`src/rtl/aclrx_pkg.sv`:
```
`timescale 1ns/1ps
package aclrx_pkg;
  localparam int TAG_W_D    = 16;
  localparam int SLOT_W_D   = 20;
  localparam int NSLOT_D    = 12;
  localparam int SAMPLE_W_D = 18;
endpackage

```
`src/rtl/aclrx_sync_edge.sv`:
```
`timescale 1ns/1ps
module aclrx_sync_edge (
  input  logic clk_n,
  input  logic rst,
  input  logic sync_i,
  output logic start_o
);
  logic sync_q;

  // Held high in reset so that a sync line already high does not count as an edge.
  always_ff @(negedge clk_n) begin
    if (rst) sync_q <= 1'b1;
    else     sync_q <= sync_i;
  end

  assign start_o = sync_i & ~sync_q;
endmodule

```
`src/rtl/aclrx_bitpos.sv`:
```
`timescale 1ns/1ps
module aclrx_bitpos #(
  parameter int FRAME_BITS = 256
) (
  input  logic clk_n,
  input  logic rst,
  input  logic start_i,
  output logic capture_o,
  output logic last_o,
  output logic ferr_o
);
  localparam int CNT_W = $clog2(FRAME_BITS + 1);
  localparam logic [CNT_W-1:0] LAST_POS = CNT_W'(FRAME_BITS - 1);

  logic [CNT_W-1:0] cnt_q;   // bits captured in the current frame, 0 when idle
  logic             busy;

  assign busy      = (cnt_q != '0);
  assign capture_o = start_i | busy;
  assign last_o    = ~start_i & (cnt_q == LAST_POS);

  always_ff @(negedge clk_n) begin
    if (rst) begin
      cnt_q  <= '0;
      ferr_o <= 1'b0;
    end else begin
      ferr_o <= start_i & busy;
      if (start_i)     cnt_q <= CNT_W'(1);
      else if (last_o) cnt_q <= '0;
      else if (busy)   cnt_q <= cnt_q + 1'b1;
    end
  end
endmodule

```
`src/rtl/aclrx_shift.sv`:
```
`timescale 1ns/1ps
module aclrx_shift #(
  parameter int W = 256
) (
  input  logic         clk_n,
  input  logic         rst,
  input  logic         en_i,
  input  logic         din_i,
  output logic [W-1:0] word_o
);
  logic [W-1:0] sh_q;

  assign word_o = {sh_q[W-2:0], din_i};

  always_ff @(negedge clk_n) begin
    if (rst)       sh_q <= '0;
    else if (en_i) sh_q <= word_o;
  end
endmodule

```
`src/rtl/aclrx_unpack.sv`:
```
`timescale 1ns/1ps
module aclrx_unpack #(
  parameter int TAG_W    = 16,
  parameter int SLOT_W   = 20,
  parameter int NSLOT    = 12,
  parameter int SAMPLE_W = 18
) (
  input  logic                      clk_n,
  input  logic                      rst,
  input  logic                      load_i,
  input  logic [TAG_W+NSLOT*SLOT_W-1:0] frame_i,
  output logic                      fv_o,
  output logic                      ready_o,
  output logic [NSLOT-1:0]          valid_o,
  output logic [TAG_W-1:0]          tag_o,
  output logic [NSLOT*SLOT_W-1:0]   slots_o,
  output logic [NSLOT*SAMPLE_W-1:0] pcm_o
);
  localparam int W = TAG_W + NSLOT * SLOT_W;

  always_ff @(negedge clk_n) begin
    if (rst) begin
      fv_o    <= 1'b0;
      ready_o <= 1'b0;
      tag_o   <= '0;
    end else begin
      fv_o <= load_i;
      if (load_i) begin
        ready_o <= frame_i[W-1];
        tag_o   <= frame_i[W-1 -: TAG_W];
      end
    end
  end

  for (genvar i = 0; i < NSLOT; i++) begin : g_slot
    localparam int TOP = W - TAG_W - i * SLOT_W - 1;

    always_ff @(negedge clk_n) begin
      if (rst) begin
        valid_o[i]                      <= 1'b0;
        slots_o[i*SLOT_W +: SLOT_W]     <= '0;
        pcm_o[i*SAMPLE_W +: SAMPLE_W]   <= '0;
      end else if (load_i) begin
        valid_o[i]                      <= frame_i[W-2-i];
        slots_o[i*SLOT_W +: SLOT_W]     <= frame_i[TOP -: SLOT_W];
        pcm_o[i*SAMPLE_W +: SAMPLE_W]   <= frame_i[TOP -: SAMPLE_W];
      end
    end
  end
endmodule

```
`src/rtl/aclink_rx_deframer.sv`:
```
`timescale 1ns/1ps
module aclink_rx_deframer #(
  parameter int TAG_W    = aclrx_pkg::TAG_W_D,
  parameter int SLOT_W   = aclrx_pkg::SLOT_W_D,
  parameter int NSLOT    = aclrx_pkg::NSLOT_D,
  parameter int SAMPLE_W = aclrx_pkg::SAMPLE_W_D
) (
  input  logic                      ac_bclk,
  input  logic                      rst,
  input  logic                      ac_sync,
  input  logic                      ac_sdin,
  output logic                      frame_valid,
  output logic                      frame_err,
  output logic                      codec_ready,
  output logic [NSLOT-1:0]          slot_valid,
  output logic [TAG_W-1:0]          tag_slot,
  output logic [NSLOT*SLOT_W-1:0]   slot_data,
  output logic [NSLOT*SAMPLE_W-1:0] pcm_data
);
  localparam int FRAME_BITS = TAG_W + NSLOT * SLOT_W;

  logic                  start;
  logic                  capture;
  logic                  last_bit;
  logic [FRAME_BITS-1:0] word;

  aclrx_sync_edge u_edge (
    .clk_n   (ac_bclk),
    .rst     (rst),
    .sync_i  (ac_sync),
    .start_o (start)
  );

  aclrx_bitpos #(.FRAME_BITS(FRAME_BITS)) u_pos (
    .clk_n     (ac_bclk),
    .rst       (rst),
    .start_i   (start),
    .capture_o (capture),
    .last_o    (last_bit),
    .ferr_o    (frame_err)
  );

  aclrx_shift #(.W(FRAME_BITS)) u_shift (
    .clk_n  (ac_bclk),
    .rst    (rst),
    .en_i   (capture),
    .din_i  (ac_sdin),
    .word_o (word)
  );

  aclrx_unpack #(
    .TAG_W(TAG_W), .SLOT_W(SLOT_W), .NSLOT(NSLOT), .SAMPLE_W(SAMPLE_W)
  ) u_unpack (
    .clk_n   (ac_bclk),
    .rst     (rst),
    .load_i  (last_bit),
    .frame_i (word),
    .fv_o    (frame_valid),
    .ready_o (codec_ready),
    .valid_o (slot_valid),
    .tag_o   (tag_slot),
    .slots_o (slot_data),
    .pcm_o   (pcm_data)
  );
endmodule

```
`config.mk`:
```
export PLATFORM = sky130hd
export DESIGN_NAME = aclink_rx_deframer
export DESIGN_NICKNAME = d
export VERILOG_FILES = /design/src/rtl/aclrx_pkg.sv /design/src/rtl/aclrx_sync_edge.sv /design/src/rtl/aclrx_bitpos.sv /design/src/rtl/aclrx_shift.sv /design/src/rtl/aclrx_unpack.sv /design/src/rtl/aclink_rx_deframer.sv
export SDC_FILE = /design/constraint.sdc
export NUM_CORES = 1
export LEC_CHECK = 0
export CAP_MARGIN = 15
export CORE_UTILIZATION = 25
export CTS_CLUSTER_SIZE = 12
export DETAILED_ROUTE_END_ITERATION = 12
export PLACE_DENSITY = 0.52
export SLEW_MARGIN = 25
export SYNTH_ARGS = -nofsm -noshare
export SYNTH_HDL_FRONTEND = slang
export SYNTH_HIERARCHICAL = 1
export SYNTH_SLANG_ARGS = --single-unit
```
`constraint.sdc`:
```
create_clock -name ac_bclk -period 5.7 [get_ports ac_bclk]
set_clock_uncertainty 0.1 [all_clocks]
set_input_delay 1.14 -clock ac_bclk [delete_from_list [all_inputs] [get_ports ac_bclk]]
set_output_delay 1.14 -clock ac_bclk [all_outputs]
set_load 0.01 [all_outputs]
```
Yosys cells after proc, flatten, opt, wreduce, memory -nomap -nowiden:

Cells that the tools add are included.

* register bits: 752
* input bits: 4
* output and inout port bits: 487
* logic and storage cells: 58

* reduce and logical (&&, ||, !) cells: 3
* bitwise operators: 6
* add/sub/neg operators: 1
* equality and inequality tests: 1
* mux-type cells: 3

Operators by type and width (number)
* $add A9 B1 Y9 const B: 1
* $eq A9 B8 Y1 const B: 1
* $reduce_bool A9 Y1: 1
* $and A1 B1 Y1: 3
* $mux W1: 3
* $reduce_bool A3 Y1: 1
* $reduce_or A3 Y1: 1
* $not A1 Y1: 2
* $or A1 B1 Y1: 1

Logic depth before layout (Yosys ltp):

Gate-level depths: netlist of run 1.

* word-level depth: 6
* depth in mapped cells: 10
* gate-level depth less buffers: 7

By module:

Netlist of run 1, hierarchy kept.

By module, submodules not included
* aclrx_unpack: sequential area each 5144.9 um2, area an instance 10946.7 um2, instances 1, cells an instance 1058
* aclrx_shift: sequential area each 5104.9 um2, area an instance 9206.3 um2, instances 1, cells an instance 824
* aclrx_bitpos: sequential area each 200.2 um2, area an instance 518.0 um2, instances 1, cells an instance 63
* aclrx_sync_edge: sequential area each 20.0 um2, area an instance 36.3 um2, instances 1, cells an instance 4

==> out/qor.txt, run 1 <==
status - completed
clock slew at reported path FFs - 0.03 ns
Horiz. Die Dim - 290 um
Starting Density - 25.3%
Pleak - 15.4 nW
Synth top area share - 50.6%
initial antenna violation count - 1
Mean Syn Cell Area - 10.6 um^2
Routed Antenna Nets - 0
count of different cell masters after synthesis - 32
Post-synth EDFFs - 0
Total Die Area - 84000 um^2
floorplan row count - 105
metal2 WL - 26.1 mm
drt drc - 0
non-filler instance count after layout - 3871
Core Util, Final - 35.4%
reg2reg start - u_pos/cnt_q[0]
H-tree levels - 2
via count - 15.7k
DP Area - 24900 um^2
WS Path Type - reg2out
flop-to-flop setup slack - 3.30 ns
final wirelength - 52.9 mm
share of cells above drive strength 1 - 7.07%
most common library cells after synthesis - 523 x dfxtp_1, 516 x nor2_1, 511 x mux2i_1, 233 x buf_4, 45 x buf_8
reg2reg path depth - 9
crit-path max FO - 3
pwr/cell area - 357 nW/um^2
slew margin rel. - 59.4%
worst setup path startpoint - u_unpack/slots_o[170]
Clk Latency, worst-skew pair - 0.64 ns
Worst Hold Class - reg2reg
routed len/inst - 13.7 um
area leader, netlist - dfxtp_1
drt first-iter violations - 546
Hold Path End - u_unpack/slots_o[181]
syn nets - 1956
crit end category - output port
I/O Pins - 491
RR Endpoint - u_unpack/slots_o[220]
final setup fails - 0
GP Congestion - 0.723
post-synthesis cell area - 20700 um^2
Worst Tran Pin Value - 0.601 ns
# nets final - 2759
first-pass GRT wire length - 84.0 mm
maxcap violations - 0
CTS Buffer Depth - 3
CP delay by family, top - buffers and inverters
Global Route Usage Sum - 12.2%
CP startpoint kind - flip-flop
Hold Startpoint - u_unpack/slots_o[181]
Synth Register Bits - 523
WP buf/inv - 1
asr flop ratio synth - 0%
IO buf count - 490
register area share after synthesis - 50.6%
Top Metal Used - met4
worst path arrival time - 4.41 ns
top cells by area, synth - dfxtp_1 51%, mux2i_1 25%, nor2_1 9.4%, buf_4 8.4%, buf_8 3.3%
area delta synth->final - 40.2%
dpl cells - 3241
vias in the first global route - 16.7k
TritonCTS Buffers - 60
ys flop type - dfxtp_1
CTS Hold Bufs - 0
Max Slew Vio Count - 0
VDD IR max - 174 uV
slowest CP cell - clkdlybuf4s50_1
Mapped Cells - 1949
count leader, synth - dfxtp_1
routed vias/inst - 4.06
final hold vios - 0
cell depth of the worst hold path - 2
WL met3 - 2.25 mm
Critical Path RT - 4.46 ns
Metal-1 WL - 23.4 mm
DRT Pass-1 Iters - 4
Clock Sinks - 523
die height - 290 um
max incr delay on CP - 0.56 ns
root cell of the clock tree - clkbuf_16
Syn. warnings - 6
cell count along the critical path - 1
Finished Cell Area - 29000 um^2
GRT overflow - 0
core area - 82000 um^2
TritonCTS clock tree - yes
crit-path cells - clkdlybuf4s50_1
diodes inserted - 0
HPWL after detailed placement - 36.0 mm
pin count of the biggest net entering global routing - 83
==> how the worst max path moves through the flow <==
stage | to | slack (ns)
2_1_floorplan | u_shift/sh_q[0] | 0.37
3_3_place_gp | u_unpack/slots_o[185] | -0.24
3_5_place_dp | u_unpack/slots_o[220] | -0.27
4_1_cts | pcm_data[109] | 0.00002
5_1_grt | slot_data[110] | -0.009
6_report | slot_data[170] | 0.05
==> cell usage in the layout, fill, tap and decap left out, types with 4 or more instances in the layout <==
cell type / count
bufinv_16: 11
inv_6: 4
a21oi_1: 5
buf_12: 17
buf_4: 62
dfxtp_1: 509
clkbuf_16: 60
clkinvlp_2: 20
nor2_1: 516
dfxtp_2: 13
dlygate4sd2_1: 160
clkinv_4: 4
dlymetal6s2s_1: 115
nand3_1: 6
inv_1: 539
mux2i_1: 511
clkdlybuf4s50_1: 214
==> cell families after synthesis <==
group | after synthesis | share of synthesized area (%)
fa+ha+maj | 3 | 0.181
flops | 523 | 50.6
compound gates | 11 | 0.308
mux | 511 | 24.7
buf+inv | 356 | 14.0
xor+xnor | 2 | 0.0846
simple gates | 543 | 10.2
==> flip-flops by register name, indices dropped and copies added (netlist names) <==
| signal | count |
|---|---|
| u_pos/cnt_q | 9 |
| u_unpack/slots_o | 240 |
| u_unpack/fv_o | 1 |
| u_unpack/ready_o | 1 |
| u_pos/ferr_o | 1 |
| u_unpack/tag_o | 15 |
| u_shift/sh_q | 255 |
| u_edge/sync_q | 1 |
==> where the power goes <==
| group | internal (mW) | switching, mW | total [mW] |
|---|---|---|---|
| clock | 2.90 | 2.49 | 5.39 |
| combinational | 0.621 | 0.655 | 1.28 |
| sequential | 3.70 | 0.0110 | 3.71 |
==> cell type report <==
type / instances / area (um^2)
fill: 8361 / 53000
clock inverter: 574 / 2520
inverter: 5 / 18.8
sequential: 523 / 10500
timing repair buffer: 569 / 5800
tap: 1070 / 1340
clock buffer: 60 / 1500
multi-input combinational: 1070 / 7350
==> routing by layer <==
layer / vias up / track usage [%]
li1: 7812 / -
met1: 7447 / 13.4
met2: 379 / 20.0
met3: 85 / 4.92
met4: 0 / 6.34
met5: - / 0
==> through the flow <==
| stage | hold slack (ns) | setup slack (ns) | total power, mW | TNS, ns |
|---|---|---|---|---|
| after floorplan | 0.360 | 0.368 | 5.54 | 0 |
| after global placement | 0.375 | -0.241 | 5.59 | -78.24 |
| after detailed placement | 0.384 | -0.266 | 5.60 | -87.74 |
| after CTS | 0.394 | 0.0000244 | 10.7 | 0 |
| after global routing | 0.416 | -0.00894 | 11.2 | -0.0164 |
| final | 0.386 | 0.0457 | 10.4 | 0 |
==> timing repair <==
action                     4_1_cts  5_1_grt
gates cloned                     0        0
hold endpoints to repair         0        0
gates resized for setup        175      115
setup endpoints to repair      184      130
setup buffers                    0        0
Power figures use the tool's default switching activity.
==> inputs of run 2 (changes only) <==
==> constraint.sdc (replaced) <==
create_clock -name ac_bclk -period 5.7 [get_ports ac_bclk]
set_clock_uncertainty 0.1 [all_clocks]
set_input_delay 0.855 -clock ac_bclk [delete_from_list [all_inputs] [get_ports ac_bclk]]
set_output_delay 0.855 -clock ac_bclk [all_outputs]
set_load 0.01 [all_outputs]
==> out/qor.txt, run 2 (synthesized netlist as in run 1, its figures left out) <==
status - completed
PostCTS Resize Cnt - 0
TritonCTS Buffers - 60
Max Slew Vio Count - 0
core area - 82000 um^2
reg2reg start - u_pos/cnt_q[0]
Most flops, register - u_shift/sh_q
routed len/inst - 13.5 um
diodes inserted - 0
crit-path max FO - 3
Hold Path End - u_unpack/slots_o[200]
Core Util, Final - 35.1%
Pleak - 12.4 nW
drt first-iter violations - 501
worst setup margin - 0.137 ns
unrepaired setup endpoints after global routing - no
final setup fails - 0
VDD IR max - 164 uV
floorplan row count - 105
most common cell after layout, fill and taps aside - inv_1
Worst Hold Class - reg2reg
H-tree levels - 2
clock slew at reported path FFs - 0.03 ns
worst path arrival time - 4.61 ns
crit end category - output port
postcts setup bufs - 0
Starting Density - 25.3%
dpl cells - 3221
most frequent cells in the layout - 540 x inv_1, 523 x dfxtp_1, 516 x nor2_1, 511 x mux2i_1, 489 x clkdlybuf4s50_1
GRT overflow - 0
initial antenna violation count - 1
pwr/cell area - 357 nW/um^2
CP startpoint kind - flip-flop
drt drc - 0
share of cells above drive strength 1 - 5.79%
CTS Hold Bufs - 0
WP buf/inv - 1
final hold vios - 0
largest registers - u_shift/sh_q x255, u_unpack/slots_o x240, u_unpack/tag_o x15
IO buf count - 490
# nets final - 2739
vias in the first global route - 16.5k
I/O Pins - 491
first-pass GRT wire length - 83.1 mm
Post-Place Worst Slack - -0.00714 ns
GP Congestion - 0.726
Hold Startpoint - u_unpack/slots_o[200]
routed vias/inst - 4.07
die height - 290 um
area delta synth->final - 39.0%
max incr delay on CP - 0.64 ns
RR Endpoint - u_unpack/slots_o[144]
Routed Antenna Nets - 0
reg2reg path depth - 9
Global Route Usage Sum - 12.0%
Clock Sinks - 523
slowest CP cell - clkdlybuf4s50_1
final setup TNS - 0 ns
pin count of the biggest net entering global routing - 96
CP delay by family, top - buffers and inverters
Worst Tran Pin Value - 0.717 ns
Horiz. Die Dim - 290 um
WS Path Type - reg2out
root cell of the clock tree - clkbuf_16
final wirelength - 52.0 mm
maxcap violations - 0
non-filler instance count after layout - 3849
HPWL after detailed placement - 35.0 mm
Largest register FFs - 255
hold slack - 0.387 ns
Clk Latency, worst-skew pair - 0.64 ns
crit-path cells - clkdlybuf4s50_1
DRT Pass-1 Iters - 4
cell depth of the worst hold path - 2
slew margin rel. - 52.2%
CTS Buffer Depth - 3
via count - 15.7k
Total Die Area - 84000 um^2
TritonCTS clock tree - yes
Critical Path RT - 4.74 ns
flop-to-flop setup slack - 3.25 ns
## run 2: cell types whose count changed in the layout (fill, tap and decap cells not counted), sizes merged
| cell | delta |
|---|---|
| clkdlybuf4s50 | +275 |
| inv | +7 |
| bufinv | -3 |
| clkbuf | +2 |
| clkinvlp | -8 |
| dlygate4sd2 | -160 |
| dlymetal6s2s | -115 |
| buf | -20 |
## run 2: metrics by stage
step	cell area [um^2]	total power, mW
floorplan	20700	5.54
global placement	24800	5.55
detailed placement	24800	5.56
CTS	28800	10.6
global route	28800	11.0
finish	28800	10.3
## run 2: worst max-delay path by stage
stage	slack (ns)	from	cells after the start	end
finish	0.14	u_unpack/ready_o	1	tag_slot[15]
global route	0.09	u_unpack/ready_o	1	tag_slot[15]
CTS	0.1	u_unpack/ready_o	1	tag_slot[15]
detailed placement	-0.007	ac_sync	8	u_unpack/slots_o[144]
global placement	0.01	ac_sync	8	u_unpack/slots_o[41]
floorplan	0.65	ac_sync	7	u_shift/sh_q[0]
## run 2: area by class of cell
cell class	count	area, um^2
Sequential cell	523	10500
Multi-Input combinational cell	1070	7350
Tap cell	1070	1340
Clock inverter	570	2430
Inverter	5	18.8
Clock buffer	62	1550
Timing Repair Buffer	549	5630
Fill cell	8403	53200
## run 2: layer usage
layer	GRT usage [%]	wire length, um	vias up
li1	-	-	7781
met1	13.5	23300	7426
met2	19.1	25100	376
met3	5.12	2530	80
met4	6.53	1120	0
met5	0	0	-
## run 2: where the power goes
group          internal (mW)  switching [mW]
Clock                   2.83            2.50
Sequential              3.70          0.0102
Combinational          0.585           0.653
